`src/rtl/tmr16_pkg.sv`:
```
package tmr16_pkg;

    localparam int unsigned BUS_W  = 8;
    localparam int unsigned ADDR_W = 3;
    localparam int unsigned CNT_W  = 2 * BUS_W;

    localparam logic [ADDR_W-1:0] A_CTRL   = 3'd0;
    localparam logic [ADDR_W-1:0] A_CNT_LO = 3'd1;
    localparam logic [ADDR_W-1:0] A_CNT_HI = 3'd2;
    localparam logic [ADDR_W-1:0] A_RLD_LO = 3'd3;
    localparam logic [ADDR_W-1:0] A_RLD_HI = 3'd4;
    localparam logic [ADDR_W-1:0] A_CAP_LO = 3'd5;
    localparam logic [ADDR_W-1:0] A_CAP_HI = 3'd6;
    localparam logic [ADDR_W-1:0] A_STAT   = 3'd7;

    localparam int unsigned CB_RUN  = 0;
    localparam int unsigned CB_EXT  = 1;
    localparam int unsigned CB_CAP  = 2;
    localparam int unsigned CB_TX   = 3;
    localparam int unsigned CB_RX   = 4;
    localparam int unsigned CB_FAST = 5;
    localparam int unsigned CB_CEN  = 6;
    localparam int unsigned CTRL_USED = 7;

    localparam int unsigned SB_OVF = 0;
    localparam int unsigned SB_EVT = 1;

    typedef enum logic [1:0] {
        MODE_OFF     = 2'd0,
        MODE_CAPTURE = 2'd1,
        MODE_RELOAD  = 2'd2,
        MODE_BAUD    = 2'd3
    } mode_e;

    typedef struct packed {
        mode_e mode;
        logic  ext_clk;
        logic  fast;
        logic  cap_en;
        logic  tx_en;
        logic  rx_en;
    } cfg_t;

    typedef struct packed {
        logic [BUS_W-1:0] ctrl;
        logic [CNT_W-1:0] cnt;
        logic [CNT_W-1:0] rld;
        logic [CNT_W-1:0] cap;
        logic             ovf;
        logic             evt;
        logic             adc;
        logic             txt;
        logic             rxt;
    } state_t;

endpackage

```
`src/rtl/tmr16_fall_detect.sv`:
```
module tmr16_fall_detect #(
    parameter int unsigned STAGES = 2
) (
    input  logic clk,
    input  logic rst_n,
    input  logic din,
    output logic fall
);
    logic [STAGES:0] sh_d, sh_q;

    always_comb begin
        sh_d = {sh_q[STAGES-1:0], din};
        fall = sh_q[STAGES] & ~sh_q[STAGES-1];
    end

    always_ff @(posedge clk or negedge rst_n) begin
        if (!rst_n) sh_q <= '0;
        else        sh_q <= sh_d;
    end
endmodule

```
`src/rtl/tmr16_prescaler.sv`:
```
module tmr16_prescaler #(
    parameter int unsigned DIV = 12
) (
    input  logic clk,
    input  logic rst_n,
    input  logic enable,
    input  logic bypass,
    output logic tick
);
    localparam int unsigned PW = (DIV > 2) ? $clog2(DIV) : 1;

    logic [PW-1:0] cnt_d, cnt_q;

    always_comb begin
        tick  = 1'b0;
        cnt_d = '0;
        if (enable) begin
            if (bypass) begin
                tick = 1'b1;
            end else begin
                tick  = (cnt_q == PW'(DIV - 1));
                cnt_d = tick ? '0 : cnt_q + 1'b1;
            end
        end
    end

    always_ff @(posedge clk or negedge rst_n) begin
        if (!rst_n) cnt_q <= '0;
        else        cnt_q <= cnt_d;
    end
endmodule

```
`src/rtl/tmr16_mode_dec.sv`:
```
module tmr16_mode_dec
    import tmr16_pkg::*;
(
    input  logic [CTRL_USED-1:0] ctrl,
    output cfg_t                 cfg
);
    always_comb begin
        cfg.ext_clk = ctrl[CB_EXT];
        cfg.fast    = ctrl[CB_FAST];
        cfg.cap_en  = ctrl[CB_CEN];
        cfg.tx_en   = ctrl[CB_TX];
        cfg.rx_en   = ctrl[CB_RX];
        if (!ctrl[CB_RUN])                   cfg.mode = MODE_OFF;
        else if (ctrl[CB_TX] || ctrl[CB_RX]) cfg.mode = MODE_BAUD;
        else if (ctrl[CB_CAP])               cfg.mode = MODE_CAPTURE;
        else                                 cfg.mode = MODE_RELOAD;
    end
endmodule

```
`src/rtl/tmr16_multi.sv`:
```
module tmr16_multi
    import tmr16_pkg::*;
#(
    parameter int unsigned SYNC_STAGES = 2,
    parameter int unsigned PRESC_DIV   = 12
) (
    input  logic              clk,
    input  logic              rst_n,
    input  logic              wr_en,
    input  logic [ADDR_W-1:0] addr,
    input  logic [BUS_W-1:0]  wdata,
    output logic [BUS_W-1:0]  rdata,
    input  logic              ext_pin,
    input  logic              cap_pin,
    output logic              ovf_flag,
    output logic              evt_flag,
    output logic              adc_start,
    output logic              tx_tick,
    output logic              rx_tick
);
    localparam int unsigned NPINS = 2;

    state_t           st_d, st_q;
    cfg_t             cfg;
    logic [NPINS-1:0] pin_in, pin_fall;
    logic             pre_tick;
    logic             running;

    assign pin_in = {cap_pin, ext_pin};

    for (genvar g = 0; g < NPINS; g++) begin : g_sync
        tmr16_fall_detect #(.STAGES(SYNC_STAGES)) u_fd (
            .clk  (clk),
            .rst_n(rst_n),
            .din  (pin_in[g]),
            .fall (pin_fall[g])
        );
    end

    tmr16_mode_dec u_dec (
        .ctrl(st_q.ctrl[CTRL_USED-1:0]),
        .cfg (cfg)
    );

    assign running = (cfg.mode != MODE_OFF);

    tmr16_prescaler #(.DIV(PRESC_DIV)) u_pre (
        .clk   (clk),
        .rst_n (rst_n),
        .enable(running && !cfg.ext_clk),
        .bypass(cfg.fast),
        .tick  (pre_tick)
    );

    always_comb begin
        logic step, cnt_wr, ovf_set, evt_set, ovf_clr, evt_clr;
        st_d     = st_q;
        st_d.adc = 1'b0;
        st_d.txt = 1'b0;
        st_d.rxt = 1'b0;
        ovf_set  = 1'b0;
        evt_set  = 1'b0;
        ovf_clr  = 1'b0;
        evt_clr  = 1'b0;

        cnt_wr = wr_en && (addr == A_CNT_LO || addr == A_CNT_HI);
        step   = running && (cfg.ext_clk ? pin_fall[0] : pre_tick);

        if (step && !cnt_wr) begin
            if (&st_q.cnt) begin
                st_d.adc = 1'b1;
                st_d.cnt = (cfg.mode == MODE_CAPTURE) ? '0 : st_q.rld;
                if (cfg.mode == MODE_BAUD) begin
                    st_d.txt = cfg.tx_en;
                    st_d.rxt = cfg.rx_en;
                end else begin
                    ovf_set = 1'b1;
                end
            end else begin
                st_d.cnt = st_q.cnt + 1'b1;
            end
        end

        if (cfg.mode == MODE_CAPTURE && cfg.cap_en && pin_fall[1]) begin
            st_d.cap = st_q.cnt;
            evt_set  = 1'b1;
        end

        if (wr_en) begin
            case (addr)
                A_CTRL:   st_d.ctrl             = wdata;
                A_CNT_LO: st_d.cnt[BUS_W-1:0]   = wdata;
                A_CNT_HI: st_d.cnt[CNT_W-1:BUS_W] = wdata;
                A_RLD_LO: st_d.rld[BUS_W-1:0]   = wdata;
                A_RLD_HI: st_d.rld[CNT_W-1:BUS_W] = wdata;
                A_STAT: begin
                    ovf_clr = wdata[SB_OVF];
                    evt_clr = wdata[SB_EVT];
                end
                default: ;
            endcase
        end

        st_d.ovf = (st_q.ovf && !ovf_clr) || ovf_set;
        st_d.evt = (st_q.evt && !evt_clr) || evt_set;
    end

    always_ff @(posedge clk or negedge rst_n) begin
        if (!rst_n) st_q <= '0;
        else        st_q <= st_d;
    end

    always_comb begin
        rdata = '0;
        case (addr)
            A_CTRL:   rdata = st_q.ctrl;
            A_CNT_LO: rdata = st_q.cnt[BUS_W-1:0];
            A_CNT_HI: rdata = st_q.cnt[CNT_W-1:BUS_W];
            A_RLD_LO: rdata = st_q.rld[BUS_W-1:0];
            A_RLD_HI: rdata = st_q.rld[CNT_W-1:BUS_W];
            A_CAP_LO: rdata = st_q.cap[BUS_W-1:0];
            A_CAP_HI: rdata = st_q.cap[CNT_W-1:BUS_W];
            A_STAT: begin
                rdata[SB_OVF] = st_q.ovf;
                rdata[SB_EVT] = st_q.evt;
            end
            default: ;
        endcase
    end

    assign ovf_flag  = st_q.ovf;
    assign evt_flag  = st_q.evt;
    assign adc_start = st_q.adc;
    assign tx_tick   = st_q.txt;
    assign rx_tick   = st_q.rxt;
endmodule

```
`config.mk`:
```
export PLATFORM = sky130hd
export DESIGN_NAME = tmr16_multi
export DESIGN_NICKNAME = d
export VERILOG_FILES = /design/src/rtl/tmr16_pkg.sv /design/src/rtl/tmr16_fall_detect.sv /design/src/rtl/tmr16_prescaler.sv /design/src/rtl/tmr16_mode_dec.sv /design/src/rtl/tmr16_multi.sv
export SDC_FILE = /design/constraint.sdc
export NUM_CORES = 1
export LEC_CHECK = 0
export BUFFER_PORTS_ARGS = -buffer_cell sky130_fd_sc_hd__buf_2
export CAP_MARGIN = 15
export CORE_MARGIN = 8
export CORE_UTILIZATION = 54
export DETAILED_ROUTE_END_ITERATION = 10
export GPL_TIMING_DRIVEN = 0
export PLACE_DENSITY = 0.81
export SYNTH_ARGS = -nofsm -noshare
export SYNTH_HDL_FRONTEND = slang
export SYNTH_SLANG_ARGS = --single-unit
```
`constraint.sdc`:
```
create_clock -name clk -period 1.7 [get_ports clk]
set_input_delay 0.085 -clock clk [delete_from_list [all_inputs] [get_ports clk]]
set_output_delay 0.085 -clock clk [all_outputs]
set_load 0.02 [all_outputs]
```
==> results of run 1 <==
==> flip-flops by register name, indices dropped and copies added (netlist names) <==
name and cells:
adc_start 1, u_pre.cnt_q 4, ovf_flag 1, rx_tick 1, tx_tick 1, evt_flag 1, g_sync.u_fd.sh_q 6, st_q 56
==> final timing paths <==
| path | startpoint | to |
|---|---|---|
| max in group asynchronous | rst_n | st_q[53] |
| worst max register to register | st_q[54] | st_q[46] |
| worst min register to register | g_sync[0].u_fd.sh_q[0] | g_sync[0].u_fd.sh_q[1] |
| worst max-delay path | st_q[54] | st_q[46] |
| worst min-delay path | wdata[7] | st_q[28] |
| min in group asynchronous | rst_n | u_pre.cnt_q[2] |
==> stage by stage <==
stage | power (mW) | hold slack, ns | std cells
after floorplan | 3.74 | -0.211 | 337
after global placement | 4.19 | 0.193 | 460
after detailed placement | 4.27 | 0.195 | 460
after CTS | 6.32 | 0.00350 | 506
after global routing | 7.19 | 0.0267 | 521
final | 6.98 | 0.0100 | 521
==> power by group <==
part           total [mW]  switching (mW)  internal [mW]  leakage, nW
clock network        1.60           0.696          0.904        0.112
logic                2.65            1.34           1.31         1.19
registers            2.73           0.577           2.15        0.863
total                6.98            2.61           4.37         2.17
==> placed cells by master (no fill, tap or decap), types with 5 or more instances in the layout <==
cell / n
buf_6: 10
and2_1: 5
nand2_1: 19
a21oi_2: 6
mux2i_1: 7
nor2b_1: 7
o21ai_0: 9
mux2_2: 23
nor2_1: 24
clkbuf_8: 11
a21oi_1: 15
and3_1: 7
buf_2: 26
mux4_2: 6
buf_4: 35
dfrtp_1: 58
dfrtp_2: 13
mux2_4: 17
==> cell families (layout without fill, tap and decap cells) <==
logic type               count (synthesis)  count (layout)  synth area share [%]
XOR/XNOR                                 7               7                  1.62
flip-flops                              71              71                  46.9
AO/OA/AOI/OAI                           79              79                  14.4
multiplexers                            53              53                  18.3
buffers and inverters                   19             107                  2.61
adder cells (fa/ha/maj)                  2               2                 0.660
AND/OR/NAND/NOR                        106             106                  15.5
==> worst register-to-register path: cells and delay by family, from the launching register on <==
family	cells	cell delay, ns
compound gates	2	0.89
flops	1	0.47
simple gates	2	0.30
buf+inv	1	0.13
==> metal layers <==
metal / vias to the layer above / wire length (um) / track usage (%) / share of wire [%]
met3: 121 / 1730 / 8.10 / 13
li1: 1416 / - / - / -
met5: - / 0 / 0 / 0
met2: 344 / 6110 / 34.8 / 45
met1: 1727 / 4830 / 28.1 / 35
met4: 0 / 1050 / 16.4 / 7.7
==> layout make-up <==
class | count | area share, %
inverter | 5 | 0.419
tap | 96 | 2.37
multi-input combinational | 247 | 43.8
timing repair buffer | 73 | 11.3
buffer | 13 | 2.12
clock inverter | 5 | 1.58
sequential | 71 | 35.3
clock buffer | 11 | 2.98
==> what timing repair did <==
item | in CTS | in global routing
hold buffers | 3 | 0
setup endpoints to repair | 45 | 45
gates resized for setup | 59 | 57
pin swaps | 11 | 25
setup buffers | 27 | 15
hold endpoints to repair | 73 | 0
cloned | 1 | 1
==> flow_summary.toml, run 1 <==
[outcome]
outcome = "finished, violations left"
violations = "setup timing"

[sta]
min_period_over_period_pct = 114
max_freq_mhz = 515
rsz0062_at_grt = "true"
worstMarginPinSlew_ns = 1.05
drv_slew = 0
setup_tns_ns = -4.09
post-route-min-period_ns = 1.94
fin_skew_ns = 0.0176
finalHoldViolations = 0
worst_slack_ns = -0.240
setup_violations = 40
slew_headroom_pct = 29.6

[global_routing]
grt_max_degree = 72
gr-total-overflow = 0
gr-usage-all-layers_pct = 23.5
grt_pass1_wl_mm = 18.0
grt_pass1_vias = 3328
antenna_found_initial = 0

[setup_path]
rr_worst_depth = 5
worstSetupEndpointType = "flop"
path_class = "flop to flop"
path_max_fanout = 6
max_stage_delay_ns = 0.47
rrSetupSlack_ns = -0.24
worstPathRequired_ns = 1.91
crit_arrival_ns = 2.15
crit_path_top_delay_cell = "dfrtp_1"
path_buf_inv = 1
worst_setup_path_start_kind = "flop"
crit_chain = "inv_1 -> o221ai_1 -> nor2_2 -> a211oi_1 -> nor3_1"
crit_cells = 5
crit_family = "compound AO/OA/AOI/OAI gates"

[clock_tree]
clk_latency_ns = 0.37
root_buffer = "clkbuf_8"
cts_tree = "built"
htree_num_levels = 3
cts_buffer_depth = 2
cts_buffers = 9
cts.clk_slew.worst_paths_ns = 0.09
cts_sinks = 71

[detailed_routing]
dr_total_vias = 3608
dr.pass1.iters = 5
drt_iter0_drc = 648
finalWirelength_mm = 13.7
vias_per_cell = 6.93
wl_per_cell_um = 26.3
post-route-drc-count = 0
ant_nets = 0

[placed_design]
dp_slack_ns = -0.417
place_area_sq_mm = 0.00405
portBuffers = 27
place_hpwl_mm = 7.21
gp_congestion = 1.01

[floorplanning]
dieArea_sq_mm = 0.00996
start_util_pct = 55.8
die_w_um = 99.8
io_pins = 29
core.rowCount = 30
core_area_sq_mm = 0.00679
die_h_um = 99.8

[synth]
ys.flop_type = "dfrtp_1"
post-synth-top-area-fraction_pct = 46.9
ys_warn_count = 0
synth_cell_types = 59
synth-seq-area-share_pct = 46.9
yosys.area.top_type = "dfrtp_1"
synthTopCellsByArea = "dfrtp_1, mux2_2, mux2_4"
yosysMostFrequentCell = "dfrtp_1"
ys_seq_elements = 71
synth_commonest_cells = "dfrtp_1, mux2_2, nor2_1, nand2_1, a21oi_1"
avgSynthCellArea_sq_um = 11.2
synth_area_sq_mm = 0.00379
syn_inst = 337
synthesis.nets = 355
async_flop_share_pct = 100
synth_edf_count = 0

[cells_and_area]
synthToLayoutAreaGrowth_pct = 33.8
fin_util_pct = 74.7
drive_gt1_share_pct = 49.9
fill_cells = 380
fin_area_sq_mm = 0.00507
nNetsFinal = 438
regArea_sq_mm = 0.00179
num_antenna_cells = 0
multi_input_area_sq_mm = 0.00222

[power_and_ir_drop]
p_leak_nw = 2.17
ir_worst_vdd_v = 0.000914
power_density_mw_per_mm2 = 1380

[worst_hold_path]
hold_depth = 2
holdCritPathClass = "input pin to flop"

[flow_run]
max_cap_viol_count = 0
(Power assumes the default switching activity.)
==> run 2, diff against run 1 <==
--- a/config.mk
+++ b/config.mk
@@ -11,6 +11,7 @@
 export CORE_UTILIZATION = 54
 export DETAILED_ROUTE_END_ITERATION = 10
 export GPL_TIMING_DRIVEN = 0
+export HOLD_SLACK_MARGIN = 0.03
 export PLACE_DENSITY = 0.81
 export SYNTH_ARGS = -nofsm -noshare
 export SYNTH_HDL_FRONTEND = slang
==> flow_summary.toml, run 2 (synthesis results as in run 1) <==
[floorplanning]
core.rowCount = 30
die_w_um = 99.8
start_util_pct = 55.8
dieArea_sq_mm = 0.00996
die_h_um = 99.8
io_pins = 29
core_area_sq_mm = 0.00679

[global_routing]
gr-total-overflow = 0
grt_max_degree = 72
antenna_found_initial = 0
grtUsageMet3_pct = 7.89
met1_usage_pct = 28.4
grt_pass1_wl_mm = 18.1
gr-usage-all-layers_pct = 23.6
gr-max-usage-layer = "met2"
grt_pass1_vias = 3340
grtUsageMet2_pct = 35.0

[sta]
drv_slew = 0
min_period_over_period_pct = 116
setup_violations = 40
slew_headroom_pct = 32.2
rsz0062_at_grt = "true"
max_freq_mhz = 507
fin_skew_ns = 0.0143
finalHoldViolations = 0
post-route-min-period_ns = 1.97
setup_tns_ns = -5.43
worstMarginPinSlew_ns = 1.01
worst_slack_ns = -0.272

[placed_design]
place_hpwl_mm = 7.21
portBuffers = 27
gp_congestion = 1.01

[setup_path]
worst_setup_path_start_kind = "flop"
crit_chain = "ha_2 -> nand3b_1 -> a211oi_4 -> and2_4 -> a21oi_1 -> o31ai_2"
path_buf_inv = 0
path_max_fanout = 5
crit_path_top_delay_cell = "a211oi_4"
path_class = "flop to flop"
crit_arrival_ns = 2.23
max_stage_delay_ns = 0.41
crit_family = "compound AO/OA/AOI/OAI gates"
worstPathRequired_ns = 1.96
worstSetupEndpointType = "flop"

[cells_and_area]
synthToLayoutAreaGrowth_pct = 34.6
final_cell_mix = "dfrtp_1, buf_4, buf_2"
num_antenna_cells = 0
largest_register = "st_q"
final_common_cell = "dfrtp_1"
largestRegisters = "st_q: 56 flops, g_sync.u_fd.sh_q: 6 flops, u_pre.cnt_q: 4 flops"
largest_reg_flops = 56
drive_gt1_share_pct = 49.5
nNetsFinal = 441

[clock_tree]
cts_buffers = 9
cts_tree = "built"
cts.clk_slew.worst_paths_ns = 0.08
cts_sinks = 71
cts_buffer_depth = 2
root_buffer = "clkbuf_8"
clk_latency_ns = 0.36
htree_num_levels = 3

[worst_hold_path]
holdCritPathClass = "input pin to flop"

[power_and_ir_drop]
fin_total_pwr_mw = 7.00
p_leak_nw = 2.18
power_density_mw_per_mm2 = 1370
ir_worst_vdd_v = 0.000903

[detailed_routing]
dr_total_vias = 3752
vias_per_cell = 7.16
drt_iter0_drc = 714
finalWirelength_mm = 14.0
wl_per_cell_um = 26.7
ant_nets = 0
dr.pass1.iters = 6
post-route-drc-count = 0

[outcome]
outcome = "finished, violations left"
violations = "setup timing"

[flow_run]
max_cap_viol_count = 0
-- run 2: cell types whose count changed in the layout (fill, tap and decap cells not counted) --
cell,change
dlygate4sd3_1,+3
-- run 2: metal layers --
| metal | wire length, um | vias up |
|---|---|---|
| met2 | 6160 | 373 |
| li1 | - | 1426 |
| met5 | 0 | - |
| met4 | 1200 | 0 |
| met3 | 1700 | 154 |
| met1 | 4950 | 1799 |
-- run 2: metrics by stage --
stage	worst slack, ns	utilization (%)	hold WS [ns]	std cells	instance area (sq um)
6_report	-0.272	75.1	0.0496	524	5100
2_1_floorplan	-0.0137	-	-0.211	337	3790
5_1_grt	-0.286	75.1	0.0416	524	5100
4_1_cts	-0.134	70.1	0.0374	509	4770
3_5_place_dp	-0.417	59.6	0.195	460	4050
3_3_place_gp	-0.407	59.6	0.193	460	4050
-- run 2: final timing paths --
path	startpoint	endpoint	slack, ns	cells past startpoint
hold reg to reg	g_sync[0].u_fd.sh_q[0]	g_sync[0].u_fd.sh_q[1]	0.35	0
setup reg to reg	u_pre.cnt_q[0]	st_q[45]	-0.27	6
hold / removal	wdata[6]	st_q[59]	0.05	2
max in group asynchronous	rst_n	st_q[57]	0.66	2
min in group asynchronous	rst_n	adc_start	0.38	2
setup / recovery	u_pre.cnt_q[0]	st_q[45]	-0.27	6
-- run 2: where the power goes --
group / internal [mW] / leakage [nW] / switching [mW]
logic: 1.32 / 1.20 / 1.34
registers: 2.15 / 0.863 / 0.588
clock network: 0.904 / 0.112 / 0.695
total: 4.37 / 2.18 / 2.62
-- run 2: timing repair --
action | in CTS | in global routing
endpoints found under the hold margin | 82 | 0
setup buffers | 27 | 15
pin swaps | 11 | 25
resized for setup | 59 | 57
hold buffers | 6 | 0
setup endpoints to repair | 45 | 45
gates cloned | 1 | 1
-- run 2: layout make-up --
| cell class | instances | area (sq um) |
|---|---|---|
| multi-input cells | 247 | 2220 |
| flip-flops and latches | 71 | 1790 |
| fillers | 378 | 1690 |
| repair buffers | 76 | 606 |
| clock buffers | 11 | 151 |
| well taps | 96 | 120 |
| plain buffers | 13 | 108 |
| clock inverters | 5 | 80.1 |
| inverters | 5 | 21.3 |
